## src/rtl/fwft_pkg.sv

```systemverilog
package fwft_pkg;
  typedef enum logic {
    RD_IDLE = 1'b0,
    RD_HOLD = 1'b1
  } rd_state_e;
endpackage

```

## src/rtl/fwft_mem.sv

```systemverilog
module fwft_mem #(
  parameter int DW    = 16,
  parameter int DEPTH = 8,
  localparam int AW   = $clog2(DEPTH)
) (
  input  logic          clk_i,
  input  logic          we_i,
  input  logic [AW-1:0] waddr_i,
  input  logic [DW-1:0] wdata_i,
  input  logic [AW-1:0] raddr_i,
  output logic [DW-1:0] rdata_o
);
  logic [DW-1:0] mem_q [DEPTH];

  always_ff @(posedge clk_i) begin
    if (we_i) mem_q[waddr_i] <= wdata_i;
  end

  assign rdata_o = mem_q[raddr_i];
endmodule

```

## src/rtl/fwft_wr_ctrl.sv

```systemverilog
module fwft_wr_ctrl #(
  parameter int AW = 3
) (
  input  logic        clk_i,
  input  logic        rst_ni,
  input  logic        wr_en_i,
  input  logic [AW:0] rd_ptr_i,
  output logic [AW:0] wr_ptr_o,
  output logic        push_o,
  output logic        full_o
);
  logic [AW:0] wr_ptr_q;

  assign full_o   = (wr_ptr_q[AW] != rd_ptr_i[AW]) &&
                    (wr_ptr_q[AW-1:0] == rd_ptr_i[AW-1:0]);
  assign push_o   = wr_en_i && !full_o;
  assign wr_ptr_o = wr_ptr_q;

  always_ff @(posedge clk_i or negedge rst_ni) begin
    if (!rst_ni)     wr_ptr_q <= '0;
    else if (push_o) wr_ptr_q <= wr_ptr_q + 1'b1;
  end
endmodule

```

## src/rtl/fwft_rd_ctrl.sv

```systemverilog
module fwft_rd_ctrl
  import fwft_pkg::*;
#(
  parameter int AW = 3,
  parameter int DW = 16
) (
  input  logic          clk_i,
  input  logic          rst_ni,
  input  logic          take_i,
  input  logic [AW:0]   wr_ptr_i,
  input  logic [DW-1:0] mem_rdata_i,
  output logic [AW:0]   rd_ptr_o,
  output logic          mem_empty_o,
  output logic [DW-1:0] rd_data_o,
  output logic          rd_valid_o
);
  rd_state_e   state_q, state_d;
  logic [AW:0] rd_ptr_q;
  logic [DW-1:0] data_q;
  logic        load;

  assign mem_empty_o = (wr_ptr_i == rd_ptr_q);
  // refill when output slot is free or being freed this edge
  assign load = !mem_empty_o && ((state_q == RD_IDLE) || take_i);

  always_comb begin
    state_d = state_q;
    if (load)                             state_d = RD_HOLD;
    else if (state_q == RD_HOLD && take_i) state_d = RD_IDLE;
  end

  always_ff @(posedge clk_i or negedge rst_ni) begin
    if (!rst_ni) begin
      state_q  <= RD_IDLE;
      rd_ptr_q <= '0;
      data_q   <= '0;
    end else begin
      state_q <= state_d;
      if (load) begin
        data_q   <= mem_rdata_i;
        rd_ptr_q <= rd_ptr_q + 1'b1;
      end
    end
  end

  assign rd_ptr_o   = rd_ptr_q;
  assign rd_data_o  = data_q;
  assign rd_valid_o = (state_q == RD_HOLD);
endmodule

```

## src/rtl/fwft_fifo.sv

```systemverilog
module fwft_fifo #(
  parameter int DW    = 16,
  parameter int DEPTH = 8,
  localparam int AW   = $clog2(DEPTH)
) (
  input  logic          clk_i,
  input  logic          rst_ni,
  input  logic          wr_en_i,
  input  logic [DW-1:0] wr_data_i,
  output logic          full_o,
  input  logic          take_i,
  output logic [DW-1:0] rd_data_o,
  output logic          rd_valid_o
);
  logic [AW:0]   wr_ptr, rd_ptr;
  logic          push, mem_empty;
  logic [DW-1:0] mem_rdata;

  fwft_wr_ctrl #(.AW(AW)) u_wr (
    .clk_i   (clk_i),
    .rst_ni  (rst_ni),
    .wr_en_i (wr_en_i),
    .rd_ptr_i(rd_ptr),
    .wr_ptr_o(wr_ptr),
    .push_o  (push),
    .full_o  (full_o)
  );

  fwft_mem #(.DW(DW), .DEPTH(DEPTH)) u_mem (
    .clk_i  (clk_i),
    .we_i   (push),
    .waddr_i(wr_ptr[AW-1:0]),
    .wdata_i(wr_data_i),
    .raddr_i(rd_ptr[AW-1:0]),
    .rdata_o(mem_rdata)
  );

  fwft_rd_ctrl #(.AW(AW), .DW(DW)) u_rd (
    .clk_i      (clk_i),
    .rst_ni     (rst_ni),
    .take_i     (take_i),
    .wr_ptr_i   (wr_ptr),
    .mem_rdata_i(mem_rdata),
    .rd_ptr_o   (rd_ptr),
    .mem_empty_o(mem_empty),
    .rd_data_o  (rd_data_o),
    .rd_valid_o (rd_valid_o)
  );
endmodule

```

## config.mk

```make
export PLATFORM = sky130hd
export DESIGN_NAME = fwft_fifo
export DESIGN_NICKNAME = d
export VERILOG_FILES = /design/src/rtl/fwft_pkg.sv /design/src/rtl/fwft_mem.sv /design/src/rtl/fwft_wr_ctrl.sv /design/src/rtl/fwft_rd_ctrl.sv /design/src/rtl/fwft_fifo.sv
export SDC_FILE = /design/constraint.sdc
export NUM_CORES = 1
export LEC_CHECK = 0
export BUFFER_PORTS_ARGS = -buffer_cell sky130_fd_sc_hd__buf_2
export CORE_MARGIN = 2
export CORE_UTILIZATION = 50
export CTS_CLUSTER_SIZE = 10
export DETAILED_ROUTE_END_ITERATION = 10
export PLACE_DENSITY = 0.68
export SLEW_MARGIN = 10
export SYNTH_ARGS = -nofsm -noshare
export SYNTH_HDL_FRONTEND = slang
export SYNTH_SLANG_ARGS = --single-unit
export TNS_END_PERCENT = 10
```

## constraint.sdc

```tcl
create_clock -name clk_i -period 8.11 [get_ports clk_i]
set_input_delay 0.4055 -clock clk_i [delete_from_list [all_inputs] [get_ports clk_i]]
set_output_delay 0.4055 -clock clk_i [all_outputs]
set_load 0.05 [all_outputs]
```

==> After elaboration in Yosys (flattened, before gate mapping) <==
Memory sizes are Yosys's and may differ from the RTL's. A register that Yosys moved wholly into a read port is not among the register bits.
Index checks and enable logic that the tools add are counted.
{ "word_totals": {"memories": 1, "regBits": 9, "mem_bits_rw": 128, "out_inout_bits": 18} }
{ "classes": {"muxes": 4, "bitwise": 1, "add_sub_neg": 2, "n_reduce_logical": 9, "eq_ne": 3} }
{ "mem_list": {"columns": ["memory", "depth", "width", "rd", "rd_ports_with_merged_regs", "write_ports", "line_no", "rtl"], "rows": [
  ["u_mem.mem_q", 8, 16, 1, 1, 1, "fwft_mem.sv:13", "logic [DW-1:0] mem_q [DEPTH];"]
]} }
{ "ops": {"columns": ["cell", "n"], "rows": [
  ["4-bit by 1-bit adder with 4-bit output, second input constant", 2],
  ["4-bit == test", 1],
  ["1-bit logical AND", 4],
  ["1-bit 2-to-1 mux", 4],
  ["3-bit == test", 1],
  ["1-bit logical NOT", 3],
  ["2-bit nonzero test", 1],
  ["1-bit logical OR", 1],
  ["1-bit != test", 1],
  ["1-bit NOT", 1]
]} }

==> Longest topological paths before layout <==
{ "logic_depth": {"word_depth": 6, "depth_mapped": 6, "depth_no_buf": 4} }

==> Cells and area by module <==
From an unflattened synthesis, not the netlist that was laid out.
{ "hier_totals": {"cells_unflattened": 272, "hier_area_um2": 6130.9} }
{ "modules_own_cells": {"columns": ["module", "cells_each", "area_per_inst_um2", "n_inst"], "rows": [
  ["fwft_mem", 198, 4973.5, 1],
  ["fwft_rd_ctrl", 54, 914.6, 1],
  ["fwft_wr_ctrl", 20, 242.7, 1]
]} }

==> Least setup slack after synthesis <==
No wires, ideal clock.
{ "synth_path": {"path_kind": "register to register", "from": "reg u_rd.rd_ptr_q[2] (netlist: u_rd.rd_ptr_o[2])", "to": "mem u_mem.mem_q[4][0], enable pin", "path_slack_ns": 5.222, "path_buffers": 1, "stages_incl_launch_ff": 6, "arrival_time_ns": 2.478, "synth_period_minus_slack_ns": 2.888, "path_cell_list": "dfrtp_1 -> buf_4 -> xor2_1 -> o41ai_4 -> or2_1 -> nor3_1"} }
{ "synth_via": {"elab_chain_len": 6} }
{ "synth_lines": {"columns": ["element", "line_no", "rtl"], "rows": [
  ["start: declaration", "fwft_rd_ctrl.sv:18", "logic [AW:0] rd_ptr_q;"],
  ["start signal: assignment", "fwft_rd_ctrl.sv:41", "rd_ptr_q <= rd_ptr_q + 1'b1;"],
  ["3-bit == test", "fwft_wr_ctrl.sv:15", "(wr_ptr_q[AW-1:0] == rd_ptr_i[AW-1:0]);"],
  ["1-bit logical AND", "fwft_wr_ctrl.sv:14", "assign full_o = (wr_ptr_q[AW] != rd_ptr_i[AW]) &&"],
  ["1-bit logical NOT", "fwft_wr_ctrl.sv:16", "assign push_o = wr_en_i && !full_o;"],
  ["1-bit logical AND", "fwft_wr_ctrl.sv:16", null],
  ["1-bit 2-to-1 mux", "fwft_mem.sv:16", "if (we_i) mem_q[waddr_i] <= wdata_i;"],
  ["1-bit 2-to-1 mux (implied by the code)", "fwft_mem.sv:16", null],
  ["end: declaration", "fwft_mem.sv:13", null]
]} }
No other way between the ends.

==> Final worst setup path <==
{ "layout_path": {"from": "reg u_rd.rd_ptr_q[2] (netlist: u_rd.rd_ptr_o[2])", "to": "mem u_mem.mem_q[4][2], enable pin"} }
Same word-level chain as after synthesis.

==> impl_metrics.py <==
metrics = {
    "clocking": {
        "cts_setup_buffers": 0,
        "tritoncts": "done",
        "cts_buffers": 17,
        "h-tree-depth": 4,
        "postCtsHoldBufs": 0,
        "clkTransAtPathRegs_ns": 0.06,
        "cts-resized-gates": 0,
        "clk_latency_ns": 0.42,
        "cts_root_buf": "clkbuf_16",
        "cts_sinks": 153,
        "cts-root-to-sink-buffers": 2,
    },
    "global_route": {
        "grt_first_pass_wirelength_mm": 16.44,
        "track_usage_pct": 17.84,
        "grt_pass1_vias": 2982,
        "grt_max_degree": 37,
        "antenna_found_initial": 0,
        "globalRouteOverflowTotal": 0,
    },
    "power_and_ir_drop": {
        "power_mw": 2.736,
        "peakVddDrop_uv": 182.9,
        "p_per_area_nw_per_um2": 398.7,
        "p_leak_nw": 2.418,
    },
    "setup_path": {
        "r2r_start": "u_rd.rd_ptr_o[2]",
        "path_depth": 5,
        "cp_max_fo": 19,
        "timing.rr.end": "u_mem.mem_q[4][2]",
        "max_stage_delay_ns": 1.08,
        "cp-endpoint": "u_mem.mem_q[4][2]",
        "rr_worst_depth": 5,
        "critPathLaunch": "u_rd.rd_ptr_o[2]",
        "worst_path_max_delay_cell": "dfrtp_1",
        "required_ns": 8.22,
        "crit_family": "flip-flops",
        "critPathArrivalTime_ns": 3.24,
        "critPathBufInv": 1,
        "critPathCaptureType": "register",
        "worstSetupPathType": "reg2reg",
        "crit_chain": "xor2_1 -> o41ai_4 -> or2_1 -> nor3_2 -> buf_4",
        "cp-start-kind": "register",
        "r2r_setup_slack_ns": 4.98,
    },
    "logic_synthesis": {
        "synthesis.nets": 311,
        "netlist_top_cells_area": "edfxtp_1 (65%), mux4_2 (12%), dfrtp_1 (11%), mux2i_1 (2.7%), nand2_1 (1.1%)",
        "yosys_warnings": 0,
        "ys_ff_latch": 153,
        "netlist.area_leader.share_pct": 64.80,
        "syn_inst": 289,
        "ys_types": 26,
        "avgSynthCellArea_um2": 20.53,
        "synth_top_area_cell": "edfxtp_1",
        "seq_area_frac_synth_pct": 75.34,
        "synth_area_um2": 5932,
    },
    "placement": {
        "gp_congestion": 0.7696,
        "place_area_um2": 6291,
        "dp_slack_ns": 4.959,
        "dp_cells": 466,
        "io_buffers": 37,
        "dp_hpwl_mm": 5.899,
    },
    "timing": {
        "worst_slew_pin_slew_ns": 1.113,
        "finClkSkew_ns": 0.01400,
        "min_period_ns": 3.131,
        "max_freq_ghz": 0.3194,
        "slew_viol_final": 0,
        "final-setup-viol-count": 0,
        "finalCritPeriodShare_pct": 38.60,
        "rsz0062_at_grt": "false",
        "finalSetupTns_ns": 0,
        "worst_slack_ns": 4.979,
        "hold_viol": 0,
        "max-slew-margin-rel_pct": 25.78,
        "holdWs_ns": 0.002015,
    },
    "outcome": {
        "status": "complete, but fails checks",
        "violations": "design-rule violations",
    },
    "floorplan": {
        "row_count": 39,
        "io_pins": 38,
        "die_h_um": 112.9,
        "die_area_um2": 12750,
        "initial_core_util_pct": 51.51,
        "die_w_um": 112.9,
        "coreArea_um2": 11520,
    },
    "finish": {
        "regArea_um2": 4471,
        "drive_above_1_share_pct": 34.37,
        "fin_nets": 364,
        "utilization_pct": 59.59,
        "multi_input_area_um2": 1363,
        "stdcell_area_um2": 6863,
        "fillerInstances": 844,
        "fin_cells": 498,
        "diodes": 0,
        "syn_to_final_growth_pct": 15.69,
    },
    "hold_path": {
        "worstHoldPathType": "in2async",
    },
    "route": {
        "routedWlPerCell_um": 20.40,
        "drt_iter0_markers": 152,
        "via_per_inst": 5.568,
        "remaining_drc_errors": 3,
        "ant_nets": 0,
        "routed_wl_mm": 10.16,
        "firstDrtPassIters": 9,
        "vias": 2773,
    },
    "job": {
        "drv_cap": 0,
    },
}
-- state kept, by name, indices dropped and copies added (netlist names) --
signal / flops
u_mem.mem_q: 128
u_rd.rd_data_o: 16
u_rd.rd_valid_o: 1
u_wr.wr_ptr_o: 4
u_rd.rd_ptr_o: 4
-- per-layer routing --
metal,GRT usage (%),up-vias,share of wire (%)
met3,5.142,19,3.7
li1,-,1256,-
met1,23.62,1426,45
met5,0,-,0
met2,27.79,72,49
met4,8.293,0,2.3
-- logic make-up (layout without fill, tap and decap cells) --
family          after synthesis  in the layout  share of synthesized area (%)
compound gates               18             18                          2.278
xor+xnor                     11             11                          1.941
fa+ha+maj                     2              2                         0.4218
buf+inv                      17             83                          1.856
flops                       153            153                          75.34
mux                          50             50                          15.29
simple gates                 38             38                          2.869
-- worst min-delay path by stage --
stage,slack [ns],endpoint,start
2_1_floorplan,0.11,u_rd.rd_data_o[0],rst_ni
3_3_place_gp,0.46,u_rd.rd_ptr_o[3],rst_ni
3_5_place_dp,0.47,u_rd.rd_data_o[3],u_rd.rd_data_o[3]
4_1_cts,0.02,u_rd.rd_data_o[4],rst_ni
5_1_grt,0.06,u_rd.rd_data_o[4],rst_ni
6_report,0.002,u_rd.rd_data_o[4],rst_ni
-- synthesized netlist by cell type, drive strengths merged --
cell type	n
nand2b	4
buf	10
or2	2
nand2	18
ha	2
o41ai	2
mux2i	16
xor2	7
o21ai	16
nor2	8
xnor2	4
mux4	32
nand3	1
edfxtp	128
inv	3
clkbuf	4
mux2	2
nor3	5
dfrtp	25
-- layout make-up --
type,count,area share [%]
Clock buffer,19,6.600
Clock inverter,13,1.732
Inverter,3,0.1641
Multi-Input combinational cell,119,19.85
Sequential cell,153,65.14
Tap cell,143,2.607
Timing Repair Buffer,48,3.902
-- placed cells by master (no fill, tap or decap), types with 2 or more instances in the layout --
master	netlist	routed
edfxtp_1	128	128
buf_2	4	37
mux4_2	32	32
dfrtp_1	25	24
nand2_1	18	18
clkbuf_16	0	17
mux2i_1	16	16
buf_4	1	11
o21ai_1	9	9
nor2_1	8	8
o21ai_0	7	7
clkinvlp_4	0	7
xor2_1	6	6
xnor2_1	4	4
nand2b_1	4	4
inv_1	3	3
nor3_2	1	3
inv_6	0	3
nor3_1	4	2
o41ai_4	2	2
ha_1	2	2
clkbuf_8	0	2
clkinv_2	0	2
-- power by group --
part           internal (mW)  switching, mW  total (mW)
registers               1.03         0.0945        1.12
logic                  0.339          0.530       0.869
clock network          0.439          0.306       0.745
total                   1.81          0.931        2.74
Power figures use the tool's default switching activity.
